`config.mk`:
```
export PLATFORM = sky130hd
export DESIGN_NAME = rst_seq_ctrl
export DESIGN_NICKNAME = d
export VERILOG_FILES = /design/src/rtl/rsq_pkg.sv /design/src/rtl/rsq_sync.sv /design/src/rtl/rsq_por_filter.sv /design/src/rtl/rsq_req_edge.sv /design/src/rtl/rsq_fsm.sv /design/src/rtl/rst_seq_ctrl.sv
export SDC_FILE = /design/constraint.sdc
export NUM_CORES = 1
export LEC_CHECK = 0
export CAP_MARGIN = 20
export CORE_UTILIZATION = 53
export CTS_CLUSTER_SIZE = 40
export DETAILED_ROUTE_END_ITERATION = 10
export PLACE_DENSITY = 0.9
export SLEW_MARGIN = 0
export SYNTH_ARGS = -nofsm -noshare
export SYNTH_HDL_FRONTEND = slang
export SYNTH_SLANG_ARGS = --single-unit
```
`constraint.sdc`:
```
create_clock -name clk -period 4.4 [get_ports clk]
set_input_delay 0.88 -clock clk [delete_from_list [all_inputs] [get_ports clk]]
set_output_delay 0.88 -clock clk [all_outputs]
set_load 0.02 [all_outputs]
```
`src/rtl/rsq_pkg.sv`:
```
package rsq_pkg;
  typedef enum logic [2:0] {
    ST_IDLE     = 3'd0,
    ST_POR_HOLD = 3'd1,
    ST_INIT     = 3'd2,
    ST_PAUSE    = 3'd3,
    ST_BOOT     = 3'd4
  } seq_state_e;

  localparam int PAUSE_LEN = 8;
  localparam int NUM_SOFT_SRC = 3;
endpackage

```
`src/rtl/rsq_sync.sv`:
```
module rsq_sync #(
  parameter int W      = 1,
  parameter int STAGES = 2
) (
  input  logic         clk,
  input  logic [W-1:0] din,
  output logic [W-1:0] dout
);
  for (genvar g = 0; g < W; g++) begin : g_bit
    logic [STAGES-1:0] shreg;
    always_ff @(posedge clk) begin
      shreg <= {shreg[STAGES-2:0], din[g]};
    end
    assign dout[g] = shreg[STAGES-1];
  end
endmodule

```
`src/rtl/rsq_por_filter.sv`:
```
module rsq_por_filter #(
  parameter int POR_MIN = 16
) (
  input  logic clk,
  input  logic por_s_n,
  output logic por_act
);
  localparam int CW = $clog2(POR_MIN + 1);
  logic [CW-1:0] low_cnt;

  always_ff @(posedge clk) begin
    if (por_s_n)
      low_cnt <= '0;
    else if (low_cnt != CW'(POR_MIN))
      low_cnt <= low_cnt + 1'b1;
  end

  assign por_act = (low_cnt == CW'(POR_MIN));

  // filtered reset only follows a synchronized low level
  p_act_follows_low_r2: assert property (@(posedge clk)
    por_act |-> $past(!por_s_n));
endmodule

```
`src/rtl/rsq_req_edge.sv`:
```
module rsq_req_edge
  import rsq_pkg::*;
(
  input  logic clk,
  input  logic pin_s_n,
  input  logic sw_s,
  input  logic wd_s,
  output logic soft_go
);
  logic [NUM_SOFT_SRC-1:0] act, act_q, rise;

  assign act = {~pin_s_n, sw_s, wd_s};

  always_ff @(posedge clk) begin
    act_q <= act;
  end

  for (genvar g = 0; g < NUM_SOFT_SRC; g++) begin : g_src
    assign rise[g] = act[g] & ~act_q[g];
  end

  assign soft_go = |rise;
endmodule

```
`src/rtl/rsq_fsm.sv`:
```
module rsq_fsm
  import rsq_pkg::*;
#(
  parameter int BOOT_W   = 8,
  parameter int INIT_CYC = 64
) (
  input  logic              clk,
  input  logic              por_act,
  input  logic              soft_go,
  input  logic [BOOT_W-1:0] boot_pins,
  output logic              rst_stat_n,
  output logic              sm_rst_n,
  output logic              cfg_rst_n,
  output logic              clk_pause,
  output logic              boot_latch,
  output logic [BOOT_W-1:0] boot_mode,
  output logic              boot_start
);
  localparam int ICW = (INIT_CYC > 1) ? $clog2(INIT_CYC) : 1;
  localparam int PCW = $clog2(PAUSE_LEN);
  localparam int RCW = $clog2(PAUSE_LEN + 1);

  seq_state_e        state;
  logic [ICW-1:0]    icnt;
  logic [PCW-1:0]    pcnt;
  logic              por_kind;

  always_ff @(posedge clk) begin
    if (por_act) begin
      state    <= ST_POR_HOLD;
      por_kind <= 1'b1;
      icnt     <= '0;
      pcnt     <= '0;
    end else begin
      case (state)
        ST_IDLE: if (soft_go) begin
          state    <= ST_INIT;
          por_kind <= 1'b0;
          icnt     <= '0;
        end
        ST_POR_HOLD: begin
          state     <= ST_INIT;
          boot_mode <= boot_pins;
          icnt      <= '0;
        end
        ST_INIT: begin
          if (icnt == ICW'(INIT_CYC - 1)) begin
            icnt  <= '0;
            pcnt  <= '0;
            state <= por_kind ? ST_BOOT : ST_PAUSE;
          end else begin
            icnt <= icnt + 1'b1;
          end
        end
        ST_PAUSE: begin
          pcnt <= pcnt + 1'b1;
          if (pcnt == PCW'(PAUSE_LEN - 1)) state <= ST_BOOT;
        end
        ST_BOOT: state <= ST_IDLE;
        default: state <= ST_IDLE;
      endcase
    end
  end

  logic in_reset;
  assign in_reset   = (state == ST_POR_HOLD) || (state == ST_INIT);
  assign rst_stat_n = ~in_reset;
  assign sm_rst_n   = ~in_reset;
  assign cfg_rst_n  = ~((state == ST_POR_HOLD) || ((state == ST_INIT) && por_kind));
  assign clk_pause  = (state == ST_PAUSE);
  assign boot_latch = (state == ST_POR_HOLD) && !por_act;
  assign boot_start = (state == ST_BOOT);

  // checker-side run length of the clock pause
  logic [RCW-1:0] pause_run;
  always_ff @(posedge clk) begin
    if (clk_pause) pause_run <= pause_run + 1'b1;
    else           pause_run <= '0;
  end

  // the cycle after a power-on reset was active, all resets are low
  p_por_holds_resets_r1: assert property (@(posedge clk) disable iff (por_act)
    $past(por_act) |-> (!rst_stat_n && !sm_rst_n && !cfg_rst_n));

  // a soft sequence keeps configuration registers out of reset
  p_cfg_kept_r5: assert property (@(posedge clk) disable iff (por_act)
    (!rst_stat_n && !por_kind) |-> cfg_rst_n);

  // clocks are paused only with every reset released
  p_pause_released_r6: assert property (@(posedge clk) disable iff (por_act)
    clk_pause |-> (rst_stat_n && sm_rst_n && cfg_rst_n));

  // pause window is exactly PAUSE_LEN cycles
  p_pause_len_r6: assert property (@(posedge clk) disable iff (por_act)
    ($fell(clk_pause) && !$past(por_act)) |-> (pause_run == RCW'(PAUSE_LEN)));

  // a soft-reset boot start comes right after the pause
  p_boot_after_pause_r7: assert property (@(posedge clk) disable iff (por_act)
    (boot_start && !por_kind) |-> $past(clk_pause));

  // boot mode only moves on a capture strobe
  p_mode_hold_r8: assert property (@(posedge clk) disable iff (por_act)
    !$past(boot_latch) |-> $stable(boot_mode));
endmodule

```
`src/rtl/rst_seq_ctrl.sv`:
```
module rst_seq_ctrl #(
  parameter int BOOT_W      = 8,
  parameter int INIT_CYC    = 64,
  parameter int POR_MIN     = 16,
  parameter int SYNC_STAGES = 2
) (
  input  logic              clk,
  input  logic              por_n,
  input  logic              rst_pin_n,
  input  logic              sw_rst_req,
  input  logic              wdog_expire,
  input  logic [BOOT_W-1:0] boot_pins,
  output logic              rst_stat_n,
  output logic              sm_rst_n,
  output logic              cfg_rst_n,
  output logic              clk_pause,
  output logic              boot_latch,
  output logic [BOOT_W-1:0] boot_mode,
  output logic              boot_start
);
  logic [3:0] raw_in, sync_out;
  logic       por_act, soft_go;

  assign raw_in = {por_n, rst_pin_n, sw_rst_req, wdog_expire};

  rsq_sync #(.W(4), .STAGES(SYNC_STAGES)) u_sync (
    .clk  (clk),
    .din  (raw_in),
    .dout (sync_out)
  );

  rsq_por_filter #(.POR_MIN(POR_MIN)) u_por (
    .clk     (clk),
    .por_s_n (sync_out[3]),
    .por_act (por_act)
  );

  rsq_req_edge u_edge (
    .clk     (clk),
    .pin_s_n (sync_out[2]),
    .sw_s    (sync_out[1]),
    .wd_s    (sync_out[0]),
    .soft_go (soft_go)
  );

  rsq_fsm #(.BOOT_W(BOOT_W), .INIT_CYC(INIT_CYC)) u_fsm (
    .clk        (clk),
    .por_act    (por_act),
    .soft_go    (soft_go),
    .boot_pins  (boot_pins),
    .rst_stat_n (rst_stat_n),
    .sm_rst_n   (sm_rst_n),
    .cfg_rst_n  (cfg_rst_n),
    .clk_pause  (clk_pause),
    .boot_latch (boot_latch),
    .boot_mode  (boot_mode),
    .boot_start (boot_start)
  );
endmodule

```
# Yosys cells after proc, flatten, opt, wreduce, memory -nomap -nowiden
# Cells that the tools add are included.
# classes
bitwise	10
n_addsub	3
eq_ne	11
n_reduce_logical	14
muxes	10
# ops
cell	n
6-bit case mux with 3 select lines	1
3-bit 2-to-1 mux	5
6-bit 2-to-1 mux	2
3-bit case mux with 4 select lines	1
2-bit AND reduction	4
1-bit inverter	7
6-bit by 1-bit adder with 6-bit output, second input constant	1
3-bit by 2-bit == test with 1-bit output, second input constant	2
3-bit == test, second input constant	2
6-bit == test, second input constant	1
3-bit case mux with 2 select lines	1
5-bit by 1-bit adder with 5-bit output, second input constant	1
5-bit == test, second input constant	1
5-bit != test, second input constant	1
2-bit by 1-bit != test with 1-bit output, second input constant	2
3-bit by 1-bit adder with 3-bit output, second input constant	1
1-bit AND	3
3-bit by 1-bit == test with 1-bit output, second input constant	1
3-bit logical NOT	1
3-bit AND reduction	1
3-bit nonzero test	1
3-bit OR reduction	1
1-bit logical AND	2
1-bit logical OR	2
3 further kinds	3
# word_totals
inputBits	13
out_inout_bits	14
reg_bits	37

# Logic depth before layout (Yosys ltp)
# Gate-level depths: netlist of run 1.
# depth
depth_word	5
ltp_mapped	7

# Cells and area by module
# From an unflattened synthesis of run 1, not the netlist that was laid out.
# unflattened
cells_unflattened	142
area_unflattened_um2	1502.7
# modules_own_cells
module	cells_per_inst	instances	seq_area_each_um2	area_each_um2
rsq_fsm	96	1	500.5	958.4
rsq_por_filter	27	1	100.1	265.3
rsq_sync	12	1	160.2	190.2
rsq_req_edge	7	1	60.1	88.8

# Worst setup path before layout of run 1
# Ideal clock, no wire load.
# synth_timing
kind	register to output
start	reg u_por.low_cnt[0]
end	out boot_latch
path_slack_ns	1.225
t_required_ns	3.520
path_stages_with_launch	6
t_arrival_ns	2.295
path_cell_list	dfxtp_1 > inv_1 > ha_1 > nor4bb_1 > buf_2 > nor4_1
# synth_via
elab_chain_cells	3
# synth_lines
item	line_no	rtl
start: declaration	rsq_por_filter.sv:9	logic [CW-1:0] low_cnt;
start signal: assignment	rsq_por_filter.sv:15	low_cnt <= low_cnt + 1'b1;
5-bit == test	rsq_por_filter.sv:18	assign por_act = (low_cnt == CW'(POR_MIN));
1-bit logical NOT	rsq_fsm.sv:71	assign boot_latch = (state == ST_POR_HOLD) && !por_act;
1-bit logical AND	rsq_fsm.sv:71	
end: declaration	rst_seq_ctrl.sv:17	output logic boot_latch,
# No other way between the ends.

# Final worst setup path of run 1
# Ends and elaborated chain as after synthesis.

==> out/qor.txt, run 1 <==
NetSw - 255 uW
Clock Power Share - 0.251
HP Class - flip-flop to flip-flop
Seq/Total Area, Yosys - 0.559
PD cells - 473 mW/mm^2
initial antenna violation count - 0
status - complete, no violations
post-CTS setup buffers - 0
drt wl/cell - 15.1 um
Worst EP required - 3520 ps
Die ar. - 0.00299 mm^2
Final Cell Area - 0.00180 mm^2
final routed DRC violation total - 0
hold depth - 0
Finished Layout Cells - 192
Critical Path AT - 2380 ps
Max Cap Violations - 0
Synth Register Bits - 37
worst setup path category - flip-flop to primary output
Worst Hold Slack - 339 ps
Antenna Cells - 0
Chip Height - 54.6 um
largest net degree at the start of global routing - 14
area leader, netlist - dfxtp_1
Lkg Pwr - 0.720 nW
ys async rst share - 0
Clock Sinks - 37
post-CTS sizing - 0
Slew headroom - 0.643
met1 Track Usage GR - 0.241
Main synth FF type - dfxtp_1
IO buf count - 26
placed insts - 184
via count - 1,133
Max clock buf depth - 2
# fillers - 182
Gate power share - 0.221
clock skew - 3.96 ps
placed instance area - 0.00172 mm^2
r2r worst-path depth - 5
worst slew pin tran - 534 ps
ranking of synthesized cells by area - dfxtp_1, edfxtp_1, ha_1, nand2_1, buf_6
Core Region - 0.00254 mm^2
clock slew at reported path FFs - 110 ps
cts hold-fix bufs - 0
setup TNS - 0 ps
first-pass GRT wire length - 4420 um
Register Area - 821 um^2
fin crit period - 3260 ps
Mapped Area - 0.00147 mm^2
final setup vio count - 0
num rows - 18
Iteration-0 DRC Markers - 33
GRT busiest layer - met2
Mean Syn Cell Area - 11.1 um^2
post-synthesis cell count - 132
WHS Endpoint - u_sync.g_bit[3].shreg[1]$_DFF_P_
Post-Syn Nets - 150
crit end category - primary output
# IOs - 27
RSZ-0062 raised after global routing - false
Die Wd - 54.6 um
Total GRT Usage - 0.221
H-tree levels - 2
Synth cell types - 42
Yosys warnings - 0
met3 Usage GRT - 0.0778
final period utilization - 0.740
EDFF count, synth - 8
Worst R2R Setup Slack - 2700 ps
CP Max Fanout - 12
Startpoint Class - flip-flop
total wire length - 2900 um
HP Start - u_sync.g_bit[3].shreg[0]$_DFF_P_
sw frac - 0.300
Pint - 596 uW
share of post-route cells with drive strength above 1 - 0.105
share of the synthesized area in the top cell type - 0.395
Pins Over Slew Limit - 0
CTS Buf Count - 5
TritonCTS clock tree - yes
peak supply drop - 0.440 mV
RD Place Congestion - 0.784
Max Freq - 0.307 GHz
nets - 179
sequential power share - 0.528
met2 GRT Util - 0.371
worst r2r dst - u_fsm.pcnt[1]$_SDFFE_PN0P_
area grow syn2layout - 22.6%
vias in the first global route - 1,040
drt first pass iters - 4
Multi-input gate area - 566 um^2
Final ANT Viol Nets - 0
Clk Latency, worst-skew pair - 350 ps
R2R Path Start - u_fsm.icnt[0]$_SDFFE_PN0P_
Via density - 5.90
DP HPWL - 2050 um
grt ovf - 0
initial core utilization - 0.577
Final Hold Fails - 0
clk root buf - clkbuf_4
[layer usage]
layer  vias up  wire length (um)
li1        539                 -
met1       549              1190
met2        39              1450
met3         6               193
met4         0                72
met5         -                 0
[registers in the layout (all words and copies together), names as in the netlist]
name	flops
u_fsm.boot_mode	8
u_sync.g_bit.shreg	8
u_fsm.icnt	6
u_por.low_cnt	5
u_edge.act_q	3
u_fsm.pcnt	3
u_fsm.state	3
u_fsm.por_kind	1
[power groups by stage]
stage,sequential (mW),combinational [mW],clock [mW]
final,0.449,0.188,0.214
after global routing,0.455,0.212,0.232
after CTS,0.447,0.190,0.220
after detailed placement,0.454,0.187,0
after global placement,0.448,0.173,0
after floorplan,0.438,0.146,0
[cells by family after synthesis]
group | synth area share
xor gates and xnor gates | 0.0239
adders and majority gates | 0.0426
DFF | 0.559
AOI/OAI and AO/OA | 0.141
buffers and inverters | 0.0562
and+or+nand+nor | 0.177
[cell usage after synthesis (3+ instances only)]
cell type and number:
dfxtp_1 29, nand2_1 9, edfxtp_1 8, nor2_1 8
inv_1 6, nand3_1 6, nor3_1 6, a21oi_1 5
ha_1 5, o21ai_0 4, buf_6 3, nor4_1 3
o31ai_1 3, xor2_1 3
[stage by stage]
| step | utilization | worst slack (ps) | power (mW) |
|---|---|---|---|
| 6_report | 0.707 | 1140 | 0.851 |
| 5_1_grt | 0.707 | 1010 | 0.900 |
| 4_1_cts | 0.707 | 1140 | 0.857 |
| 3_5_place_dp | 0.677 | 1550 | 0.641 |
| 3_3_place_gp | 0.677 | 1610 | 0.621 |
| 2_1_floorplan | - | 1220 | 0.584 |
[worst max-delay path by stage]
stage / startpoint / to / slack [ps]
floorplan: u_por.low_cnt[0]$_SDFFE_PP0P_ / boot_latch / 1220
global placement: u_por.low_cnt[0]$_SDFFE_PP0P_ / boot_latch / 1610
detailed placement: u_por.low_cnt[0]$_SDFFE_PP0P_ / boot_latch / 1550
CTS: u_por.low_cnt[0]$_SDFFE_PP0P_ / boot_latch / 1140
global route: u_por.low_cnt[0]$_SDFFE_PP0P_ / boot_latch / 1010
finish: u_por.low_cnt[0]$_SDFFE_PP0P_ / boot_latch / 1140
[cells in the final DEF (no fill, tap or decap), types with 2 or more instances in the layout]
cell type / netlist / layout
a21oi_1: 5 / 5
a32o_1: 2 / 2
and2b_2: 2 / 2
and3_1: 2 / 2
buf_4: 1 / 2
clkbuf_4: 0 / 5
clkdlybuf4s50_1: 0 / 26
dfxtp_1: 29 / 29
edfxtp_1: 8 / 8
ha_1: 5 / 5
inv_1: 6 / 6
nand2_1: 9 / 9
nand3_1: 6 / 6
nor2_1: 8 / 8
nor3_1: 6 / 6
nor4_1: 3 / 3
o211ai_1: 2 / 2
o21ai_0: 4 / 4
o21ai_1: 2 / 2
o31ai_1: 3 / 3
or4_1: 2 / 2
xor2_1: 3 / 3
[critical path, cell delays in order, from the launching register on]
cell and delay (ps):
dfxtp_1 390, inv_1 70, ha_1 210, nor4bb_1 150, buf_4 190, nor4_1 180
buf_4 220, clkdlybuf4s50_1 620
[final cells by class]
type | count | share of cell area
Multi-Input combinational cell | 83 | 0.314
Sequential cell | 37 | 0.456
Tap cell | 30 | 0.0208
Inverter | 6 | 0.0125
Timing Repair Buffer | 28 | 0.153
Clock buffer | 6 | 0.0347
Clock inverter | 2 | 0.00903
Power figures use the tool's default switching activity.
==> run 2, diff against run 1 <==
--- a/config.mk
+++ b/config.mk
@@ -6,10 +6,10 @@
 export NUM_CORES = 1
 export LEC_CHECK = 0
 export CAP_MARGIN = 20
-export CORE_UTILIZATION = 53
+export CORE_UTILIZATION = 45
 export CTS_CLUSTER_SIZE = 40
 export DETAILED_ROUTE_END_ITERATION = 10
-export PLACE_DENSITY = 0.9
+export PLACE_DENSITY = 0.82
 export SLEW_MARGIN = 0
 export SYNTH_ARGS = -nofsm -noshare
 export SYNTH_HDL_FRONTEND = slang
==> constraint.sdc (replaced) <==
create_clock -name clk -period 2.69 [get_ports clk]
set_input_delay 0.538 -clock clk [delete_from_list [all_inputs] [get_ports clk]]
set_output_delay 0.538 -clock clk [all_outputs]
set_load 0.02 [all_outputs]
==> run 2 against run 1 <==
- worst hold slack worse by 2.9 ps
- clock skew hardly changed
- largest power group unchanged
- register-to-register slack got worse by 1700 ps
- non-clock buffer count unchanged
- first-iteration DRC count fell by 30%
- clock power increased by 25%
- sequential power grew 63%
- sequential share of layout area hardly changed
- cell count rose by 7.3%
- global-route usage down 3.9 points
- largest cell class unchanged
- flip-flop and latch count unchanged
==> out/qor.txt, run 2 (synthesis results as in run 1) <==
clock slew at reported path FFs - 100 ps
num rows - 20
largest net degree at the start of global routing - 12
Slew headroom - 0.619
Pins Over Slew Limit - 0
PD cells - 723 mW/mm^2
clock skew - 3.97 ps
Largest regs - u_fsm.boot_mode: 8 flops, u_sync.g_bit.shreg: 8 flops, u_fsm.icnt: 6 flops
Die ar. - 0.00350 mm^2
crit-path max cell delay - 540 ps
final routed DRC violation total - 0
drt wl/cell - 13.3 um
Clock Sinks - 37
peak supply drop - 0.393 mV
worst setup path category - flip-flop to primary output
status - complete, no violations
cts hold-fix bufs - 0
drt first pass iters - 4
Die Wd - 59.1 um
share of post-route cells with drive strength above 1 - 0.105
Via density - 5.38
crit end category - primary output
Lkg Pwr - 0.727 nW
IO buf count - 26
worst slew pin tran - 570 ps
CP delay by family, top - buffers and inverters
Startpoint Class - flip-flop
Final ANT Viol Nets - 0
initial core utilization - 0.477
HP Class - flip-flop to flip-flop
Max Freq - 0.397 GHz
nets - 179
Critical Path AT - 1980 ps
CP max stage cell - clkdlybuf4s50_1
final period utilization - 0.937
Bufs and invs on worst path - 1
Antenna Cells - 0
Total GRT Usage - 0.181
total wire length - 2750 um
Clk Latency, worst-skew pair - 330 ps
clk root buf - clkbuf_4
crit-path cells - xor2_1, nand2_1, or2_2, clkdlybuf4s50_1
# IOs - 27
most frequent cells in the layout - dfxtp_1, clkdlybuf4s50_1, nand2_1
DP HPWL - 1930 um
vias in the first global route - 1,062
Iteration-0 DRC Markers - 23
Finished Layout Cells - 206
grt ovf - 0
via count - 1,109
CTS Buf Count - 5
first-pass GRT wire length - 4600 um
overall power - 1.31 mW
Max Cap Violations - 0
TritonCTS clock tree - yes
most common cell after layout, fill and taps aside - dfxtp_1
initial antenna violation count - 0
Final Hold Fails - 0
CP Max Fanout - 10
Chip Height - 59.1 um
fin crit period - 2520 ps
H-tree levels - 2
Core Region - 0.00308 mm^2
setup TNS - 0 ps
final setup vio count - 0
RD Place Congestion - 0.864
placed insts - 198
RSZ-0062 raised after global routing - false
area grow syn2layout - 22.8%
Worst EP required - 2150 ps
Max clock buf depth - 2
run 2: layer usage:
layer  routed length, um  track usage  share of wire  vias to the layer above
met5                   0            0              0                        -
met4                  61       0.0816          0.022                        0
met3                 212       0.0808          0.077                        7
met2                1330        0.297           0.49                       47
met1                1140        0.203           0.41                      515
li1                    -            -              -                      540
run 2: area by class of cell:
type                    count  area (um^2)
fillers                   276         1270
flip-flops and latches     37          822
clock buffers               8         48.8
inverters                   6         22.5
repair buffers             28          278
multi-input cells          83          578
well taps                  44         55.1
run 2: final timing paths:
path / from / to / slack [ps] / cells after the start
worst min-delay path: u_sync.g_bit[3].shreg[0]$_DFF_P_ / u_sync.g_bit[3].shreg[1]$_DFF_P_ / 340 / 0
worst max register to register: u_fsm.icnt[0]$_SDFFE_PN0P_ / u_fsm.pcnt[2]$_SDFFE_PN0P_ / 970 / 5
worst max-delay path: u_fsm.state[1]$_SDFFE_PN0P_ / cfg_rst_n / 170 / 4
worst min register to register: u_sync.g_bit[3].shreg[0]$_DFF_P_ / u_sync.g_bit[3].shreg[1]$_DFF_P_ / 340 / 0
run 2: timing repair:
action / in CTS / in global routing
endpoints found under the setup margin: 0 / 1
gates resized for setup: 0 / 3
buffers inserted: 0 / 0
run 2: power by group:
group	switching (mW)	internal, mW
clock	0.163	0.104
sequential	0.0810	0.652
combinational	0.142	0.163
total	0.386	0.919
run 2: metrics by stage:
stage	hold slack [ps]	area (um^2)	utilization	setup WS [ps]
floorplan	310	1480	-	418
global placement	311	1750	0.567	457
detailed placement	312	1750	0.567	400
CTS	336	1790	0.583	7.24
global route	347	1800	0.586	37.9
finish	336	1800	0.586	170
